File: config.mk
export PLATFORM = sky130hd
export DESIGN_NAME = clkout_unit
export DESIGN_NICKNAME = d
export VERILOG_FILES = /design/src/rtl/clkout_pkg.sv /design/src/rtl/clkout_regs.sv /design/src/rtl/clkout_divider.sv /design/src/rtl/clkout_unit.sv
export SDC_FILE = /design/constraint.sdc
export NUM_CORES = 1
export LEC_CHECK = 0
export ABC_AREA = 1
export BUFFER_PORTS_ARGS = -buffer_cell sky130_fd_sc_hd__buf_2
export CORE_MARGIN = 2
export CORE_UTILIZATION = 55
export CTS_CLUSTER_SIZE = 20
export DETAILED_ROUTE_END_ITERATION = 8
export HOLD_SLACK_MARGIN = 0.02
export PLACE_DENSITY = 0.87
export SYNTH_ARGS = -nofsm -noshare
export SYNTH_HDL_FRONTEND = slang
export SYNTH_SLANG_ARGS = --single-unit
File: constraint.sdc
create_clock -name clk -period 4.7 [get_ports clk]
set_input_delay 0.705 -clock clk [delete_from_list [all_inputs] [get_ports clk]]
set_output_delay 0.705 -clock clk [all_outputs]
set_load 0.02 [all_outputs]
File: src/rtl/clkout_pkg.sv
package clkout_pkg;

    typedef enum logic [1:0] {
        ST_OFF  = 2'd0,
        ST_LOW  = 2'd1,
        ST_HIGH = 2'd2,
        ST_PASS = 2'd3
    } div_state_e;

    localparam logic [11:0] OFS_SRC = 12'h0E0;
    localparam logic [11:0] OFS_UPD = 12'h0E4;
    localparam logic [11:0] OFS_DIV = 12'h0E8;

endpackage

File: src/rtl/clkout_regs.sv
module clkout_regs
    import clkout_pkg::*;
#(
    parameter int ADDR_W = 12,
    parameter int DATA_W = 32,
    parameter int DIV_W  = 8,
    parameter int SEL_W  = 2
) (
    input  logic              clk,
    input  logic              rst_n,
    input  logic              wr_en,
    input  logic [ADDR_W-1:0] addr,
    input  logic [DATA_W-1:0] wdata,
    output logic [DATA_W-1:0] rdata,
    input  logic              switch_ack,
    output logic              upd_req,
    output logic [SEL_W-1:0]  sel_pend,
    output logic [DIV_W-1:0]  div_val
);

    logic [SEL_W-1:0] sel_pend_q;
    logic [DIV_W-1:0] div_q;
    logic             uen_q;
    logic             upd_q;
    logic             hit_src, hit_upd, hit_div;
    logic             unused_wbits;

    assign hit_src = (addr == ADDR_W'(OFS_SRC));
    assign hit_upd = (addr == ADDR_W'(OFS_UPD));
    assign hit_div = (addr == ADDR_W'(OFS_DIV));
    assign unused_wbits = ^wdata[DATA_W-1:DIV_W];

    always_ff @(posedge clk or negedge rst_n) begin
        if (!rst_n) begin
            sel_pend_q <= '0;
            div_q      <= '0;
            uen_q      <= 1'b0;
            upd_q      <= 1'b0;
        end else begin
            if (switch_ack) upd_q <= 1'b0;
            if (wr_en) begin
                if (hit_src) sel_pend_q <= wdata[SEL_W-1:0];
                if (hit_div) div_q <= wdata[DIV_W-1:0];
                if (hit_upd) begin
                    uen_q <= wdata[0];
                    if (wdata[0] && !uen_q) upd_q <= 1'b1;
                end
            end
        end
    end

    always_comb begin
        rdata = '0;
        if (hit_src)      rdata[SEL_W-1:0] = sel_pend_q;
        else if (hit_upd) rdata[0]         = uen_q & ~upd_q;
        else if (hit_div) rdata[DIV_W-1:0] = div_q;
    end

    assign upd_req  = upd_q;
    assign sel_pend = sel_pend_q;
    assign div_val  = div_q;


    reserved_zero_chk: assert property (@(posedge clk) disable iff (!rst_n)
        rdata[DATA_W-1:DIV_W] == '0);


    arm_update_chk: assert property (@(posedge clk) disable iff (!rst_n)
        (wr_en && hit_upd && wdata[0] && !uen_q) |=> upd_q);


    relatch_guard_chk: assert property (@(posedge clk) disable iff (!rst_n)
        (wr_en && hit_upd && wdata[0] && uen_q && !upd_q) |=> !upd_q);

endmodule

File: src/rtl/clkout_divider.sv
module clkout_divider
    import clkout_pkg::*;
#(
    parameter int NUM_SRC = 4,
    parameter int SEL_W   = 2,
    parameter int DIV_W   = 8
) (
    input  logic               clk,
    input  logic               rst_n,
    input  logic [NUM_SRC-1:0] src_tick,
    input  logic               upd_req,
    input  logic [SEL_W-1:0]   pend_sel,
    input  logic [DIV_W-1:0]   div_val,
    output logic               switch_ack,
    output logic               clk_out
);

    div_state_e       state_q, state_d;
    logic [DIV_W-1:0] cnt_q, cnt_d;
    logic [SEL_W-1:0] act_q, act_d;
    logic             pass_q, pass_d;
    logic             tick, low_ok;
    logic [DIV_W-1:0] hi_lim, lo_lim;
    logic [DIV_W:0]   cnt_inc;

    assign tick    = src_tick[act_q];
    assign hi_lim  = div_val >> 1;
    assign lo_lim  = div_val - hi_lim;
    assign cnt_inc = {1'b0, cnt_q} + 1'b1;

    always_comb begin
        unique case (state_q)
            ST_OFF, ST_LOW: low_ok = 1'b1;
            ST_HIGH:        low_ok = 1'b0;
            ST_PASS:        low_ok = !pass_q;
        endcase
    end

    assign switch_ack = upd_req && low_ok;

    // state register
    always_ff @(posedge clk or negedge rst_n) begin
        if (!rst_n) begin
            state_q <= ST_OFF;
            cnt_q   <= '0;
            act_q   <= '0;
            pass_q  <= 1'b0;
        end else begin
            state_q <= state_d;
            cnt_q   <= cnt_d;
            act_q   <= act_d;
            pass_q  <= pass_d;
        end
    end

    // next-state logic
    always_comb begin
        state_d = state_q;
        cnt_d   = cnt_q;
        act_d   = act_q;
        pass_d  = pass_q;
        if (switch_ack) begin
            act_d  = pend_sel;
            cnt_d  = '0;
            pass_d = 1'b0;
            if (div_val == '0)      state_d = ST_OFF;
            else if (div_val == 1)  state_d = ST_PASS;
            else                    state_d = ST_LOW;
        end else if (div_val == '0) begin
            state_d = ST_OFF;
            cnt_d   = '0;
            pass_d  = 1'b0;
        end else if (div_val == 1) begin
            state_d = ST_PASS;
            cnt_d   = '0;
            pass_d  = tick;
        end else begin
            unique case (state_q)
                ST_OFF, ST_PASS: begin
                    state_d = ST_LOW;
                    cnt_d   = '0;
                    pass_d  = 1'b0;
                end
                ST_LOW: if (tick) begin
                    if (cnt_inc >= {1'b0, lo_lim}) begin
                        state_d = ST_HIGH;
                        cnt_d   = '0;
                    end else begin
                        cnt_d = cnt_inc[DIV_W-1:0];
                    end
                end
                ST_HIGH: if (tick) begin
                    if (cnt_inc >= {1'b0, hi_lim}) begin
                        state_d = ST_LOW;
                        cnt_d   = '0;
                    end else begin
                        cnt_d = cnt_inc[DIV_W-1:0];
                    end
                end
            endcase
        end
    end

    // output logic
    always_comb begin
        unique case (state_q)
            ST_HIGH: clk_out = 1'b1;
            ST_PASS: clk_out = pass_q;
            default: clk_out = 1'b0;
        endcase
    end


    div_zero_low_chk: assert property (@(posedge clk) disable iff (!rst_n)
        (div_val == '0) |=> !clk_out);


    source_hold_chk: assert property (@(posedge clk) disable iff (!rst_n)
        !upd_req |=> $stable(act_q));


    switch_low_chk: assert property (@(posedge clk) disable iff (!rst_n)
        switch_ack |-> !clk_out);


    switch_load_chk: assert property (@(posedge clk) disable iff (!rst_n)
        switch_ack |=> (act_q == $past(pend_sel)));


    pass_tick_chk: assert property (@(posedge clk) disable iff (!rst_n)
        (state_q == ST_PASS && div_val == 1 && tick && !switch_ack) |=> clk_out);

endmodule

File: src/rtl/clkout_unit.sv
module clkout_unit #(
    parameter int ADDR_W  = 12,
    parameter int DATA_W  = 32,
    parameter int DIV_W   = 8,
    parameter int NUM_SRC = 4
) (
    input  logic               clk,
    input  logic               rst_n,
    input  logic               bus_wr,
    input  logic [ADDR_W-1:0]  bus_addr,
    input  logic [DATA_W-1:0]  bus_wdata,
    output logic [DATA_W-1:0]  bus_rdata,
    input  logic [NUM_SRC-1:0] src_tick,
    output logic               clk_out
);

    localparam int SEL_W = $clog2(NUM_SRC);

    logic             upd_req, switch_ack;
    logic [SEL_W-1:0] sel_pend;
    logic [DIV_W-1:0] div_val;

    clkout_regs #(
        .ADDR_W(ADDR_W), .DATA_W(DATA_W), .DIV_W(DIV_W), .SEL_W(SEL_W)
    ) i_regs (
        .clk        (clk),
        .rst_n      (rst_n),
        .wr_en      (bus_wr),
        .addr       (bus_addr),
        .wdata      (bus_wdata),
        .rdata      (bus_rdata),
        .switch_ack (switch_ack),
        .upd_req    (upd_req),
        .sel_pend   (sel_pend),
        .div_val    (div_val)
    );

    clkout_divider #(
        .NUM_SRC(NUM_SRC), .SEL_W(SEL_W), .DIV_W(DIV_W)
    ) i_div (
        .clk        (clk),
        .rst_n      (rst_n),
        .src_tick   (src_tick),
        .upd_req    (upd_req),
        .pend_sel   (sel_pend),
        .div_val    (div_val),
        .switch_ack (switch_ack),
        .clk_out    (clk_out)
    );

endmodule

==> results_dict.tcl, run 1 <==
set metrics [dict create \
    setup_viol 0 \
    hold_buffers 0 \
    fin_worst_skew_ps 7.65 \
    cts_max_level 1 \
    cpPeakStageDelay_ps 410 \
    crit_family "adder cells" \
    dr.pass1.iters 4 \
    worst_pin_slew_ps 594 \
    finalWorstSetupSlack_ps 1550 \
    slew_headroom 0.604 \
    yosysTopAreaCellShare 0.262 \
    syn-cell-area_um2 2380 \
    yosysWarnings 0 \
    hold_viol_final 0 \
    grt_max_degree 26 \
    final_antenna_net_count 0 \
    antenna_found_initial 0 \
    core_um2 4090 \
    std_cell_rows 23 \
    start_util 0.584 \
    drc_errors 0 \
    outcome "complete, no violations" \
    drt-total-wl_um 4700 \
    post_cts_buffers 0 \
    fin_tns_setup_ps 0 \
    period_minus_slack_ps 3150 \
    ys.flop_type "dfrtp_1" \
    crit_required_ps 4870 \
    ys_seq_elements 25 \
    synthCells 309 \
    first_global_vias 1943 \
    nets 430 \
    cts_tree "built" \
    clockRootBuffer "clkbuf_8" \
    fp.dieH_um 69.9 \
    track_usage 0.198 \
    power_mw 0.655 \
    synth_edf_count 0 \
    cts_inserted_buffers 3 \
    fp.dieW_um 69.9 \
    yosysTopAreaCell "dfrtp_1" \
    grt_setup_unrepaired "no" \
    cts_resized 0 \
    grt_pass1_wl_um 7990 \
    io_buffers 35 \
    drt-initial-drc-count 107 \
    drive_gt1_frac 0.191 \
    synth_common_cells "nand2_1 (47), inv_1 (40), ha_1 (31)" \
    insertedDiodeCount 0 \
    ys_types 40 \
    vdd_drop_max_mv 0.179 \
    maxSlewViolCount 0 \
    cp_num_buf_inv 1 \
    ios 84 \
    p_leak_nw 1.44 \
    reg2reg_slack_ps 1550 \
    cp_cell_sequence "inv_1 > ha_1 > fa_1 > o21ai_0 > a21oi_1 > nor2_1 > nor2_1 > xor2_1 > ha_1 > a21oi_1 > o211ai_2 > nor2_4 > nand4_4 > nand3_2 > nand2_2 > nand2_1 > nand2_1" \
    dp_slack_ps 1610 \
    vias_per_cell 5.13 \
    clk-insertion-delay-late_ps 270 \
    worst_setup_path_end_kind "register" \
    clock_sinks 25 \
    synth_seq_area_share 0.262 \
    gp_congestion 0.844 \
    fin_crit_sh 0.670 \
    power.density_nw_per_um2 255 \
    dieArea_um2 4880 \
    slowest_stage "fa_1" \
    yosysMostFrequentCell "nand2_1" \
    num_vias 2030 \
    detailed_place.area_um2 2520 \
    holdCritPathClass "primary input to asynchronous set/reset pin" \
    cp-start-kind "register" \
    stdcell_area_um2 2570 \
    crit_type "register to register" \
    clkTransAtPathRegs_ps 100 \
    max_cap_violations 0 \
    cp.arrival_ps 3320 \
    clock.fmax_mhz 317 \
    ys_top_cells_by_area "dfrtp_1 (26%), ha_1 (16%), buf_4 (7.6%)" \
    grt-ovfl-total 0 \
    avgSynthCellArea_um2 7.72 \
    clk_path_buf_depth 2 \
    avgRoutedWirePerCell_um 11.9 \
    dp.final_hpwl_um 3780 \
    crit_fanout 3 \
    synthToLayoutAreaGrowth_pct 7.82 \
    synth-async-reset-ratio 1.00 \
]
[cells in the final DEF, fill, tap and decap left out, types with 5 or more instances in the layout]
cell type / count
nand2_1: 47
inv_1: 40
buf_2: 35
ha_1: 31
nor2_1: 29
dfrtp_1: 25
conb_1: 24
nand3_1: 20
a21oi_1: 16
o21ai_1: 10
xor2_1: 8
o21ai_0: 8
nand4_1: 5
inv_2: 5
nand2_2: 5
[cells by family (layout without fill, tap and decap cells)]
kind of cell,count (synthesis),after routing,synth area share
flops,25,25,0.262
fa+ha+maj,32,32,0.171
xor+xnor,11,11,0.0436
simple gates,124,124,0.261
compound gates,45,45,0.109
other cells,1,24,0.00157
buf+inv,71,85,0.152
[final timing paths]
| kind | start | endpoint | cells after the start |
|---|---|---|---|
| max in group asynchronous | rst_n | i_div.cnt_q[1] | 1 |
| min in group clk | i_regs.uen_q | i_regs.uen_q | 2 |
| max reg2reg | i_regs.div_val[0] | i_div.state_q[0] | 17 |
| min reg2reg | i_regs.uen_q | i_regs.uen_q | 2 |
| min | rst_n | i_regs.div_val[6] | 1 |
| max | i_regs.div_val[0] | i_div.state_q[0] | 17 |
[metrics by stage]
stage | std cells | hold slack [ps] | util
after global routing | 396 | 450 | 0.629
final | 396 | 419 | 0.629
after global placement | 392 | 469 | 0.618
after detailed placement | 392 | 480 | 0.618
after CTS | 396 | 439 | 0.629
after floorplan | 332 | 409 | -
[sequential cells by signal, indices dropped and copies added (netlist names)]
signal,cells
i_regs.uen_q,1
i_div.state_q,2
i_regs.upd_req,1
i_regs.sel_pend,2
i_div.pass_q,1
i_regs.div_val,8
i_div.act_q,2
i_div.cnt_q,8
[metal layers]
metal / global-route usage / part of all wire / vias up / routed length (um)
met5: 0 / 0 / - / 0
met4: 0.0534 / 0.0074 / 0 / 35
met3: 0.0231 / 0.046 / 4 / 216
met2: 0.352 / 0.49 / 50 / 2310
met1: 0.252 / 0.45 / 936 / 2130
li1: - / - / 1040 / -
[power by group]
part	switching, mW	internal (mW)	total, mW
sequential	0.0175	0.230	0.248
combinational	0.180	0.0920	0.272
clock	0.0754	0.0595	0.135
[worst register-to-register path: cells and delay by family (launching register included)]
kind / cells / cell delay [ps]
XOR/XNOR: 1 / 150
adder cells (fa/ha/maj): 3 / 960
buffers and inverters: 1 / 90
AND/OR/NAND/NOR: 8 / 690
AO/OA/AOI/OAI: 4 / 760
flip-flops: 1 / 390
[final cells by class]
| cell class | instances | area, um2 |
|---|---|---|
| Inverter | 46 | 178 |
| Clock inverter | 1 | 5.00 |
| Multi-Input combinational cell | 236 | 1480 |
| Clock buffer | 3 | 41.3 |
| Sequential cell | 25 | 626 |
| Fill cell | 352 | 1520 |
| Timing Repair Buffer | 35 | 175 |
| Tap cell | 50 | 62.6 |
No activity file was read; power rests on OpenSTA's default activity.
==> run 2, diff against run 1 <==
--- a/config.mk
+++ b/config.mk
@@ -8,11 +8,11 @@
 export ABC_AREA = 1
 export BUFFER_PORTS_ARGS = -buffer_cell sky130_fd_sc_hd__buf_2
 export CORE_MARGIN = 2
-export CORE_UTILIZATION = 55
+export CORE_UTILIZATION = 46
 export CTS_CLUSTER_SIZE = 20
 export DETAILED_ROUTE_END_ITERATION = 8
 export HOLD_SLACK_MARGIN = 0.02
-export PLACE_DENSITY = 0.87
+export PLACE_DENSITY = 0.78
 export SYNTH_ARGS = -nofsm -noshare
 export SYNTH_HDL_FRONTEND = slang
 export SYNTH_SLANG_ARGS = --single-unit
==> constraint.sdc (replaced) <==
create_clock -name clk -period 2.62 [get_ports clk]
set_input_delay 0.393 -clock clk [delete_from_list [all_inputs] [get_ports clk]]
set_output_delay 0.393 -clock clk [all_outputs]
set_load 0.02 [all_outputs]
==> run 2 against run 1 <==
Highest routed layer unchanged. Largest power group unchanged. Critical path depth decreased by 1. The flow now finishes with violations (setup timing). Largest cell class unchanged. Critical path type unchanged. First-iteration DRC count decreased by 36%. Core utilization decreased by 5.5 points. Worst setup slack got worse by 1700 ps.
==> results_dict.tcl, run 2 (synthesized netlist as in run 1, its figures left out) <==
set metrics [dict create \
    drt-initial-drc-count 68 \
    std_cell_rows 26 \
    gp_congestion 0.841 \
    violations "setup timing" \
    fin_crit_sh 1.05 \
    dp_cells 436 \
    crit_required_ps 2790 \
    period_minus_slack_ps 2750 \
    cts_tree "built" \
    clkTransAtPathRegs_ps 90 \
    grt_max_degree 26 \
    start_util 0.473 \
    cts_max_level 1 \
    setup_viol 10 \
    post_cts_buffers 0 \
    dr.pass1.iters 4 \
    hold_buffers 0 \
    fill_cells 441 \
    clock.fmax_mhz 364 \
    ios 84 \
    first_global_vias 2086 \
    avgRoutedWirePerCell_um 11.1 \
    dieArea_um2 5780 \
    clk_path_buf_depth 2 \
    reg2reg_slack_ps -130 \
    power.density_nw_per_um2 429 \
    instances_no_fill 440 \
    worst_setup_path_end_kind "register" \
    fin_worst_skew_ps 5.06 \
    max_cap_violations 0 \
    cp-start-kind "register" \
    finalWorstSetupSlack_ps -128 \
    io_buffers 35 \
    vdd_drop_max_mv 0.339 \
    p_leak_nw 1.59 \
    clockRootBuffer "clkbuf_8" \
    clk-insertion-delay-late_ps 280 \
    rr_startpoint "i_regs.div_val[1]" \
    drt-total-wl_um 4870 \
    hold_viol_final 0 \
    dp.final_hpwl_um 3990 \
    cp-startpoint "i_regs.div_val[1]" \
    fp.dieH_um 76 \
    timing.rr.end "i_div.state_q[1]" \
    final_antenna_net_count 0 \
    maxSlewViolCount 0 \
    drive_gt1_frac 0.305 \
    grt-ovfl-total 0 \
    synthToLayoutAreaGrowth_pct 21.5 \
    insertedDiodeCount 0 \
    num_vias 2077 \
    vias_per_cell 4.72 \
    outcome "complete, but fails checks" \
    detailed_place.area_um2 2750 \
    cp.arrival_ps 2920 \
    most-common-layout-cells "nand2_1 (44), inv_1 (35), buf_2 (35)" \
    nets 454 \
    clock_sinks 25 \
    track_usage 0.174 \
    holdCritPathClass "primary input to asynchronous set/reset pin" \
    grt_pass1_wl_um 8510 \
    layout_commonest_cell "nand2_1" \
    crit_type "register to register" \
    reg2reg_depth 16 \
    cts_inserted_buffers 3 \
    antenna_found_initial 0 \
    grt_setup_unrepaired "yes" \
    slew_headroom 0.606 \
    fp.dieW_um 76 \
    drc_errors 0 \
    core_um2 5040 \
    stdcell_area_um2 2900 \
    crit_fanout 3 \
    worst_pin_slew_ps 591 \
]
[run 2: where the power goes]
group / internal, mW / switching [mW] / total [mW]
clock: 0.109 / 0.134 / 0.243
sequential: 0.413 / 0.0250 / 0.438
combinational: 0.192 / 0.368 / 0.560
[run 2: critical path: stages, from the launching register on]
cell	delay [ps]
dfrtp_1	440
ha_4	180
fa_2	350
o21ai_2	160
a21oi_2	70
nor2_1	100
nor2_1	60
xor2_1	140
ha_1	340
a21oi_2	150
o211ai_2	120
nor2_4	140
nand4_4	110
nand3_4	130
nand2_4	50
nand2_1	60
nand2_1	50
[run 2: what timing repair did]
item | CTS | global route
pin swaps | 4 | 6
gates resized for setup | 5 | 20
endpoints found under the setup margin | 10 | 10
[run 2: per-layer routing]
metal  track usage  part of all wire
met4        0.0455             0.014
met1         0.214              0.46
met5             0                 0
met3        0.0213             0.030
met2         0.322              0.50
[run 2: worst max path at each step]
| stage | end | slack [ps] | cells past startpoint |
|---|---|---|---|
| 6_report | i_div.state_q[1] | -130 | 16 |
| 5_1_grt | i_div.state_q[0] | -340 | 17 |
| 4_1_cts | i_div.state_q[0] | -110 | 16 |
| 3_5_place_dp | i_div.state_q[1] | -130 | 15 |
| 3_3_place_gp | i_div.state_q[1] | -80 | 17 |
| 2_1_floorplan | i_div.state_q[0] | 20 | 16 |
[run 2: layout make-up]
class	count	area, um2	share of cell area
Multi-Input combinational cell	236	1610	0.554
Clock buffer	4	45.0	0.0156
Tap cell	70	87.6	0.0302
Timing Repair Buffer	59	355	0.123
Inverter	46	178	0.0613
Sequential cell	25	626	0.216
[run 2: per-stage QoR]
stage / hold WS [ps] / total power [mW] / setup WS, ps / utilization / setup TNS [ps]
final: 113 / 1.24 / -128 / 0.574 / -1170
after global routing: 155 / 1.33 / -341 / 0.574 / -3170
after CTS: 133 / 1.20 / -114 / 0.559 / -1060
after detailed placement: 437 / 0.942 / -132 / 0.545 / -1070
after global placement: 428 / 0.925 / -81.2 / 0.545 / -545
after floorplan: 97.4 / 0.837 / 15.2 / - / 0
==> run 3, diff against run 2 <==
--- a/config.mk
+++ b/config.mk
@@ -12,6 +12,7 @@
 export CTS_CLUSTER_SIZE = 20
 export DETAILED_ROUTE_END_ITERATION = 8
 export HOLD_SLACK_MARGIN = 0.02
+export MAX_ROUTING_LAYER = met4
 export PLACE_DENSITY = 0.78
 export SYNTH_ARGS = -nofsm -noshare
 export SYNTH_HDL_FRONTEND = slang
==> run 3 against run 2 <==
The run still ends with setup timing left. Cell count stayed put. Clock power hardly changed. Sequential power hardly changed. Global-route usage is 0.50 points higher. Die area stayed put. Register-to-register slack hardly changed. Total power hardly changed. Wire length stayed put. Combinational power hardly changed. Maximum frequency hardly changed. Hold slack hardly changed. Critical path depth stayed put. Largest cell class unchanged.
==> results_dict.tcl, run 3 (synthesized netlist as in run 1, its figures left out) <==
set metrics [dict create \
    gp_congestion 0.854 \
    fin_worst_skew_ps 4.84 \
    power.density_nw_per_um2 429 \
    violations "setup timing" \
    crit_required_ps 2790 \
    fp.dieW_um 76 \
    final_antenna_net_count 0 \
    avgRoutedWirePerCell_um 11.1 \
    crit_type "register to register" \
    p_clk_frac 0.196 \
    dp.final_hpwl_um 3990 \
    first_global_vias 2086 \
    hold_buffers 0 \
    cp-start-kind "register" \
    grt-ovfl-total 0 \
    maxSlewViolCount 0 \
    holdCritPathClass "primary input to asynchronous set/reset pin" \
    std_cell_rows 26 \
    finalWorstSetupSlack_ps -128 \
    drt-initial-drc-count 79 \
    max_cap_violations 0 \
    switching_share 0.424 \
    p_switching_mw 0.527 \
    cpPeakStageDelay_ps 440 \
    cp_cell_sequence "ha_4 > fa_2 > o21ai_2 > a21oi_2 > nor2_1 > nor2_1 > xor2_1 > ha_1 > a21oi_2 > o211ai_2 > nor2_4 > nand4_4 > nand3_4 > nand2_4 > nand2_1 > nand2_1" \
    outcome "complete, but fails checks" \
    reg2reg_depth 16 \
    drc_errors 0 \
    period_minus_slack_ps 2750 \
    hold_viol_final 0 \
    worst_setup_path_end_kind "register" \
    start_util 0.473 \
    fp.dieH_um 76 \
    clock.fmax_mhz 364 \
    dr.pass1.iters 4 \
    post_cts_buffers 0 \
    most-common-layout-cells "nand2_1 (44), inv_1 (35), buf_2 (35)" \
    setup_viol 10 \
    timing.rr.end "i_div.state_q[1]" \
    reg2reg_slack_ps -130 \
    fin_crit_sh 1.05 \
    seqPwrFrac 0.353 \
    synthToLayoutAreaGrowth_pct 21.5 \
    cts_tree "built" \
    grt_max_degree 26 \
    p_int_mw 0.715 \
    slowest_stage "dfrtp_1" \
    clockRootBuffer "clkbuf_8" \
    crit_end "i_div.state_q[1]" \
    dieArea_um2 5780 \
    core_um2 5040 \
    final_util 0.574 \
    clk_path_buf_depth 2 \
    num_vias 2075 \
    cts_inserted_buffers 3 \
    slew_headroom 0.606 \
    crit_fanout 3 \
    fin_tns_setup_ps -1160 \
    insertedDiodeCount 0 \
    worst_pin_slew_ps 590 \
    layout_commonest_cell "nand2_1" \
    track_usage 0.179 \
    cts_max_level 1 \
    cp-startpoint "i_regs.div_val[1]" \
    clkTransAtPathRegs_ps 90 \
    p_leak_nw 1.59 \
    vdd_drop_max_mv 0.339 \
    cp.arrival_ps 2920 \
    drive_gt1_frac 0.305 \
    io_buffers 35 \
    grt_pass1_wl_um 8510 \
    clock_sinks 25 \
    vias_per_cell 4.72 \
    combinationalPowerShare 0.451 \
    nets 454 \
    antenna_found_initial 0 \
    drt-total-wl_um 4870 \
    grt_setup_unrepaired "yes" \
    ios 84 \
    clk-insertion-delay-late_ps 280 \
    rr_startpoint "i_regs.div_val[1]" \
]
run 3: cell counts in the layout (fill, tap and decap cells not counted):
No cell type changed its count.
run 3: worst max-delay path, delay by kind of cell, from the launching register on:
family,cells,cell delay [ps]
adder cells (fa/ha/maj),3,870
XOR/XNOR,1,140
flip-flops,1,440
AND/OR/NAND/NOR,8,700
AO/OA/AOI/OAI,4,500
run 3: per-stage QoR:
step	power, mW	instances	hold slack [ps]	instance area, um2	setup WS [ps]
after global placement	0.925	436	428	2750	-81.2
after CTS	1.20	440	133	2820	-114
after floorplan	0.837	332	97.4	2490	15.2
after global routing	1.33	440	155	2900	-341
after detailed placement	0.942	436	437	2750	-132
final	1.24	440	112	2900	-128
run 3: worst min-delay path by stage:
stage          startpoint              to  slack (ps)  cells after the start
6_report            rst_n  i_div.cnt_q[2]         110                      1
4_1_cts             rst_n  i_div.cnt_q[1]         130                      1
2_1_floorplan       rst_n  i_div.act_q[0]         100                      0
5_1_grt             rst_n  i_div.cnt_q[1]         160                      1
3_3_place_gp        rst_n  i_div.act_q[0]         430                      1
3_5_place_dp        rst_n  i_div.cnt_q[1]         440                      1
run 3: power by group through the flow:
stage	clock [mW]	combinational [mW]	sequential, mW
2_1_floorplan	0	0.392	0.445
3_3_place_gp	0	0.480	0.446
3_5_place_dp	0	0.494	0.447
4_1_cts	0.246	0.520	0.439
5_1_grt	0.261	0.626	0.442
6_report	0.243	0.560	0.438
run 3: area by class of cell:
type / count / area (um2)
fillers: 441 / 2150
flip-flops and latches: 25 / 626
clock buffers: 4 / 45.0
inverters: 46 / 178
well taps: 70 / 87.6
repair buffers: 59 / 355
multi-input cells: 236 / 1610
run 3: layer usage:
layer,GRT usage,share of wire
met5,-,0
met1,0.215,0.46
met2,0.322,0.50
met4,0.0455,0.014
met3,0.0201,0.029
run 3: what timing repair did:
| action | in CTS | in global routing |
|---|---|---|
| pin swaps | 4 | 6 |
| setup endpoints to repair | 10 | 10 |
| resized for setup | 5 | 20 |
